<file path="src/rtl/pm_timer_pkg.sv">
package pm_timer_pkg;
    typedef enum logic {
        SNAP_IDLE = 1'b0,
        SNAP_HELD = 1'b1
    } snap_state_e;

    localparam logic [7:0] CFG_CTRL_ADDR = 8'h41;
    localparam logic [7:0] CFG_BASE_ADDR = 8'h49;
    localparam int         CTRL_EN_BIT   = 7;
    localparam int         CTRL_WIDE_BIT = 3;
    localparam logic [7:0] TIMER_OFS     = 8'h08;
endpackage

</file>
<file path="src/rtl/pm_cfg_regs.sv">
module pm_cfg_regs
    import pm_timer_pkg::*;
(
    input  logic       clk,
    input  logic       rst_n,
    input  logic       we,
    input  logic [7:0] addr,
    input  logic [7:0] wdata,
    output logic       win_en,
    output logic       wide,
    output logic [7:0] base
);
    always_ff @(posedge clk) begin
        if (!rst_n) begin
            win_en <= 1'b0;
            wide   <= 1'b0;
            base   <= 8'h00;
        end else if (we) begin
            if (addr == CFG_CTRL_ADDR) begin
                win_en <= wdata[CTRL_EN_BIT];
                wide   <= wdata[CTRL_WIDE_BIT];
            end
            if (addr == CFG_BASE_ADDR) begin
                base <= wdata;
            end
        end
    end
endmodule

</file>
<file path="src/rtl/pm_counter.sv">
module pm_counter #(
    parameter int CNT_W = 32
) (
    input  logic             clk,
    input  logic             rst_n,
    input  logic             tick_en,
    output logic [CNT_W-1:0] cnt
);
    always_ff @(posedge clk) begin
        if (!rst_n) begin
            cnt <= '0;
        end else if (tick_en) begin
            cnt <= cnt + 1'b1;
        end
    end
endmodule

</file>
<file path="src/rtl/pm_snap_fsm.sv">
module pm_snap_fsm
    import pm_timer_pkg::*;
#(
    parameter int CNT_W = 32
) (
    input  logic             clk,
    input  logic             rst_n,
    input  logic             rd_lane0,
    input  logic             rd_last,
    input  logic [CNT_W-1:0] live_val,
    output logic             held,
    output logic [CNT_W-1:0] snap
);
    snap_state_e state_q, state_d;

    // state register
    always_ff @(posedge clk) begin
        if (!rst_n) begin
            state_q <= SNAP_IDLE;
            snap    <= '0;
        end else begin
            state_q <= state_d;
            if (rd_lane0) begin
                snap <= live_val;
            end
        end
    end

    // next state
    always_comb begin
        state_d = state_q;
        unique case (state_q)
            SNAP_IDLE: if (rd_lane0) state_d = SNAP_HELD;
            SNAP_HELD: begin
                if (rd_lane0)     state_d = SNAP_HELD;
                else if (rd_last) state_d = SNAP_IDLE;
            end
            default:   state_d = SNAP_IDLE;
        endcase
    end

    // outputs
    always_comb begin
        held = (state_q == SNAP_HELD);
    end
endmodule

</file>
<file path="src/rtl/pm_timer_top.sv">
module pm_timer_top
    import pm_timer_pkg::*;
#(
    parameter int CNT_W    = 32,
    parameter int NARROW_W = 24
) (
    input  logic        clk,
    input  logic        rst_n,
    input  logic        tick_en,
    input  logic        cfg_we,
    input  logic [7:0]  cfg_addr,
    input  logic [7:0]  cfg_wdata,
    input  logic [15:0] io_addr,
    input  logic        io_rd,
    output logic [7:0]  io_rdata,
    output logic        io_hit
);
    localparam int LANES  = CNT_W / 8;
    localparam int LANE_W = $clog2(LANES);
    localparam logic [7:0] LAST_OFS = 8'(TIMER_OFS + LANES - 1);
    localparam logic [CNT_W-1:0] NARROW_MASK =
        {{(CNT_W-NARROW_W){1'b0}}, {NARROW_W{1'b1}}};

    logic             win_en, wide;
    logic [7:0]       win_base;
    logic [CNT_W-1:0] cnt_q, vis_val, snap_val, src_val;
    logic             held;
    logic             rd_hit, in_timer, is_lane0, rd_lane0, rd_last;
    logic [LANE_W-1:0] lane_sel;
    logic [7:0]       lane_b [LANES];
    logic [7:0]       rd_byte;

    pm_cfg_regs u_cfg (
        .clk    (clk),
        .rst_n  (rst_n),
        .we     (cfg_we),
        .addr   (cfg_addr),
        .wdata  (cfg_wdata),
        .win_en (win_en),
        .wide   (wide),
        .base   (win_base)
    );

    pm_counter #(.CNT_W(CNT_W)) u_cnt (
        .clk     (clk),
        .rst_n   (rst_n),
        .tick_en (tick_en),
        .cnt     (cnt_q)
    );

    always_comb begin
        rd_hit   = io_rd && win_en && (win_base != 8'h00) &&
                   (io_addr[15:8] == win_base);
        in_timer = (io_addr[7:0] >= TIMER_OFS) && (io_addr[7:0] <= LAST_OFS);
        is_lane0 = (io_addr[7:0] == TIMER_OFS);
        rd_lane0 = rd_hit && is_lane0;
        rd_last  = rd_hit && (io_addr[7:0] == LAST_OFS);
        lane_sel = LANE_W'(io_addr[7:0] - TIMER_OFS);
        vis_val  = wide ? cnt_q : (cnt_q & NARROW_MASK);
    end

    pm_snap_fsm #(.CNT_W(CNT_W)) u_snap (
        .clk      (clk),
        .rst_n    (rst_n),
        .rd_lane0 (rd_lane0),
        .rd_last  (rd_last),
        .live_val (vis_val),
        .held     (held),
        .snap     (snap_val)
    );

    always_comb begin
        src_val = (held && !is_lane0) ? snap_val : vis_val;
    end

    for (genvar g = 0; g < LANES; g++) begin : g_lane
        assign lane_b[g] = src_val[g*8 +: 8];
    end

    always_comb begin
        rd_byte = in_timer ? lane_b[lane_sel] : 8'hFF;
    end

    always_ff @(posedge clk) begin
        if (!rst_n) begin
            io_hit   <= 1'b0;
            io_rdata <= 8'h00;
        end else begin
            io_hit   <= rd_hit;
            io_rdata <= rd_hit ? rd_byte : 8'h00;
        end
    end
endmodule

</file>
<file path="config.mk">
export PLATFORM = sky130hd
export DESIGN_NAME = pm_timer_top
export DESIGN_NICKNAME = d
export VERILOG_FILES = /design/src/rtl/pm_timer_pkg.sv /design/src/rtl/pm_cfg_regs.sv /design/src/rtl/pm_counter.sv /design/src/rtl/pm_snap_fsm.sv /design/src/rtl/pm_timer_top.sv
export SDC_FILE = /design/constraint.sdc
export NUM_CORES = 1
export LEC_CHECK = 0
export ABC_AREA = 1
export CAP_MARGIN = 20
export CORE_ASPECT_RATIO = 1.2
export CORE_UTILIZATION = 40
export CTS_CLUSTER_SIZE = 28
export DETAILED_ROUTE_END_ITERATION = 6
export HOLD_SLACK_MARGIN = 0.03
export SYNTH_ARGS = -nofsm -noshare
export SYNTH_HDL_FRONTEND = slang
export SYNTH_SLANG_ARGS = --single-unit
</file>
<file path="constraint.sdc">
create_clock -name clk -period 1.6 [get_ports clk]
set_clock_uncertainty 0.15 [all_clocks]
set_input_delay 0.32 -clock clk [delete_from_list [all_inputs] [get_ports clk]]
set_output_delay 0.32 -clock clk [all_outputs]
set_load 0.01 [all_outputs]
</file>
# Yosys cells after proc, flatten, opt, wreduce, memory -nomap -nowiden
# Index checks and enable logic that the tools add are counted.
[op_classes]
addsub = 2
order_cmp = 3
n_eq_ne = 5
n_mux = 10
bitwise = 2
reduce_logical = 12
[ops]
columns = ["operator", "n"]
rows = [
  ["$mux W32", 2],
  ["$add A32 B1 Y32 const B", 1],
  ["$mux W8", 3],
  ["$bmux W8 S2", 1],
  ["$eq A8 B4 Y1 const B", 2],
  ["$eq A8 B7 Y1 const B", 2],
  ["$eq A8 B8 Y1", 1],
  ["$ge A8 B4 Y1 const B", 1],
  ["$le A8 B4 Y1 const B", 1],
  ["$reduce_bool A8 Y1", 1],
  ["$logic_and A1 B1 Y1", 7],
  ["$reduce_and A2 Y1", 3],
  ["$ge A3 B3 Y1 const B", 1],
  ["$mux W1", 3],
  ["$not A2 Y3", 1],
  ["$pmux W1 S2", 1],
  ["$sub A2 B1 Y2 const B", 1],
  ["$logic_not A1 Y1", 1],
  ["$not A1 Y1", 1],
]
[word_totals]
register_bits = 84
inputBits = 37
output_inout_bits = 9
elab_cells = 42

# Depth between registers and ports, before layout
[depth]
ltp_word = 8
ltp_mapped = 13
depth_no_buf = 11

# By module
# From an unflattened synthesis, not the netlist that was laid out.
[unflattened]
cells_unflattened = 721
hier_area_um2 = 4697.0
[modules_own_cells]
columns = ["mod", "instances", "cells_each", "area_per_inst_um2", "seq_area_each_um2"]
rows = [
  ["pm_counter", 1, 260, 1750.4, 640.6],
  ["pm_timer_top", 1, 238, 1252.5, 180.2],
  ["pm_snap_fsm", 1, 143, 1156.1, 660.6],
  ["pm_cfg_regs", 1, 80, 538.0, 200.2],
]

# Worst setup path after synthesis
# OpenSTA, ideal clock, no wires.
[synth_timing]
path_kind = "register to register"
startpoint = "reg u_cnt.cnt[0]"
endpoint = "reg u_cnt.cnt[26]"
setup_ns = 0.113
t_arrival_ns = 1.328
required_time_ns = 1.337
path_slack_ns = 0.010
stages_incl_launch_ff = 11
n_path_buf = 0
synth_period_minus_slack_ns = 1.590
path_cell_list = "dfxtp_1 > ha_1 > nand2_1 > inv_1 > nand2_1 > nor3_1 > nand3_1 > nor2_1 > nand2_1 > nand2_1 > nor2_1"
[synth_between]
elab_chain_len = 1
[synth_lines]
columns = ["item", "line", "source"]
rows = [
  ["start, declared", "pm_counter.sv:7", "output logic [CNT_W-1:0] cnt"],
  ["start signal, assigned", "pm_counter.sv:13", "cnt <= cnt + 1'b1;"],
  ["$add A32 B1 Y32", "pm_counter.sv:13", ""],
]
# Every way passes these cells.
# A chain may end at the register's enable or synchronous reset.

# Final worst setup path
[layout_timing]
startpoint = "in io_addr[14]"
endpoint = "reg u_snap.snap[12]"
[layout_between]
elab_chain_len = 3
[layout_lines]
columns = ["item", "line", "source"]
rows = [
  ["start, declared", "pm_timer_top.sv:13", "input logic [15:0] io_addr,"],
  ["$eq A8 B8 Y1", "pm_timer_top.sv:53", "(io_addr[15:8] == win_base);"],
  ["$logic_and A1 B1 Y1", "pm_timer_top.sv:52", "rd_hit = io_rd && win_en && (win_base != 8'h00) &&"],
  ["$logic_and A1 B1 Y1", "pm_timer_top.sv:56", "rd_lane0 = rd_hit && is_lane0;"],
  ["end signal, assigned", "pm_snap_fsm.sv:24", "snap <= live_val;"],
  ["end, declared", "pm_snap_fsm.sv:12", "output logic [CNT_W-1:0] snap"],
]
# Every way passes these cells.

==> impl_metrics.ini <==
[run_status]
status = finished with violations
violations = setup timing

[power]
leakage_nw = 3.40
power_mw = 4.37
peakVddDrop_v = 0.000428
p_per_area_nw_per_um2 = 588

[floorplan]
dieHeight_um = 123
die-area_um2 = 12600
start_util = 0.415
die_w_um = 103
io_pins = 46
core_area_um2 = 11700
fp-row-count = 43

[critical_path]
slowest_delay_ps = 510
cp_cell_sequence = clkdlybuf4s50_1, xnor2_2, nand4_1, nor2_2, nand3_4, clkbuf_16, nand2_1, nand2_1, nor2_1
cp.required_ps = 1740
endpoint_kind = register
path_delay_family = buffers and inverters
crit_path_start_kind = input port
critPathMaxFanout = 13
arrival_ps = 1850
crit_top_cell = nand2_1
crit_type = input port to register
slowest_stage = clkdlybuf4s50_1
path_buf_inv = 2

[sta]
final_max_slew_viol_count = 0
post-route-period-util = 1.07
fmax_ghz = 0.582
fin_crit_ps = 1720
fin_ws_ps = -117
slew_headroom = 0.722
hold_viol = 0
setup_violations = 41
worst_slew_pin_slew_ps = 417
rsz0062_at_grt = true

[synth]
synth_common_cells = nand2_1 (193), nand3_1 (103), inv_1 (99)
ys_ff_latch = 84
synth_top_family_by_area = simple AND/OR/NAND/NOR gates
synthAdderAreaFrac = 0.00257
synth.area.mux_share = 0
synth-compound-area-share = 0.0594
synth_top_area_frac = 0.346
yosysWarningCount = 0
synth_top_cell_by_area = dfxtp_1
synth_area_um2 = 4860
synth_fp_nets = 803
ys.flop_type = dfxtp_1
synth_cell_types = 39
synth_xor_area_frac = 0.0162
avgSynthCellArea_um2 = 6.36
synth.area.top_cells = dfxtp_1 (35%), nand2_1 (15%), nand3_1 (11%)
synth.most_common_cell = nand2_1
seq_area_frac_synth = 0.346
yosys.area_share.simple = 0.442
async_flop_share = 0
synth_edf_count = 0
syn_inst = 765

[finish]
fill_cells = 1035
finalNetCount = 958
drive_gt1_frac = 0.357
areaGrowthSynthToFinish_pct = 52.7
antenna-diode-count = 0

[clock_network]
clk_path_buf_depth = 2
clock-root-buffer = clkbuf_16
cts_hold_buffers = 0
cts_buffers = 9
cts_tree = done
numClockSinks = 84
clkTransAtPathRegs_ps = 60
cts_max_level = 3
clk_latency_ps = 340

[global_route]
antenna_found_initial = 0
grt_use_total = 0.248
overflow = 0
grt_max_degree = 60
grt_pass1_vias = 5226
grt_pass1_wl_um = 24200

[route]
drt_wl_total_um = 15400
drc = 0
vias_per_cell = 5.11
first_iter_violations = 241
post_drt_wl_per_cell_um = 14.3
vias = 5520
ant_nets = 0
drtPass1Iterations = 5

[placement]
port_buffers = 45
gp_congestion = 0.918
dp_hpwl_um = 10500
pre_cts_ws_ps = -692

[run]
maxCapViolations = 0

[min_path]
min_path_type = input port to register
## layout by cell type, fill, tap and decap left out, types with 7 or more instances in the layout
cell | netlist | routed
buf_4 | 5 | 109
inv_2 | 7 | 17
nand2_2 | 3 | 35
dlygate4sd2_1 | 0 | 19
nor2_4 | 2 | 10
nor3_4 | 1 | 11
nor3_2 | 6 | 25
o21ai_0 | 22 | 18
nand2_1 | 193 | 149
a21oi_1 | 33 | 28
clkdlybuf4s50_1 | 0 | 18
nor2_1 | 88 | 74
dfxtp_4 | 0 | 10
clkbuf_16 | 0 | 13
buf_6 | 8 | 12
dfxtp_2 | 0 | 15
nand4_1 | 11 | 11
dlymetal6s2s_1 | 0 | 7
nand2_4 | 2 | 14
nand3_1 | 103 | 95
inv_1 | 99 | 87
nor3_1 | 37 | 8
nor2_2 | 5 | 11
buf_12 | 0 | 8
nand3_2 | 3 | 9
dfxtp_1 | 84 | 59
## repair_timing
| action | in CTS | in global routing |
|---|---|---|
| buffers inserted | 10 | 8 |
| gates resized for setup | 104 | 131 |
| setup endpoints to repair | 68 | 73 |
| cloned | 1 | 4 |
| pin swaps | 25 | 54 |
## per-stage QoR
stage	util	hold WS (ps)	setup TNS [ps]	instances	instance area [um^2]
2_1_floorplan	-	288	0	765	4860
3_3_place_gp	0.528	322	-32450	1043	6200
3_5_place_dp	0.528	334	-34990	1043	6200
4_1_cts	0.584	297	-1830	1069	6850
5_1_grt	0.633	313	-7960	1081	7430
6_report	0.633	306	-3340	1081	7430
## worst paths after layout
kind,startpoint,end,slack (ps),cells past startpoint
setup reg to reg,u_cfg.base[4]$_SDFFE_PN0P_,u_snap.snap[12]$_SDFFE_PN0P_,-120,11
hold reg to reg,u_cfg.win_en$_SDFFE_PN0P_,u_cfg.win_en$_SDFFE_PN0P_,350,2
hold / removal,rst_n,u_cnt.cnt[22]$_SDFFE_PN0P_,310,4
setup / recovery,io_addr[14],u_snap.snap[12]$_SDFFE_PN0P_,-120,9
## tightest hold or removal path, stage by stage
cell	delay [ps]
buf_2	120
clkinv_1	130
buf_4	150
nor2_1	40
## where the power goes
group          switching (mW)  leakage (nW)  internal (mW)  total [mW]
combinational           0.183          2.57          0.167       0.350
clock                   0.854         0.138           1.08        1.93
sequential            0.00647         0.692           2.08        2.09
total                    1.04          3.40           3.33        4.37
## final cells by class
type / instances / area, um^2 / area share
multi-input combinational: 534 / 3120 / 0.419
clock buffer: 10 / 239 / 0.0322
inverter: 112 / 429 / 0.0578
tap: 157 / 196 / 0.0264
timing repair buffer: 179 / 1680 / 0.226
sequential: 84 / 1740 / 0.234
clock inverter: 5 / 28.8 / 0.00387
## per-layer routing
layer | vias up | global-route usage | routed length [um]
met3 | 54 | 0.0313 | 719
met2 | 191 | 0.418 | 7640
met5 | - | 0 | 0
met4 | 0 | 0.131 | 617
li1 | 2740 | - | -
met1 | 2535 | 0.305 | 6440
## sequential cells by signal (all words and copies together), names as in the netlist
name and flops:
u_cfg.win_en 1, u_cfg.base 8, u_snap.held 1, io_rdata 8
io_hit 1, u_cnt.cnt 32, u_snap.snap 32, u_cfg.wide 1
## kinds of logic after synthesis
kind of cell | Yosys count
xor gates and xnor gates | 9
buffers and inverters | 147
DFF | 84
adders and majority gates | 1
and+or+nand+nor | 467
AOI/OAI and AO/OA | 57
Power figures use the tool's default switching activity.
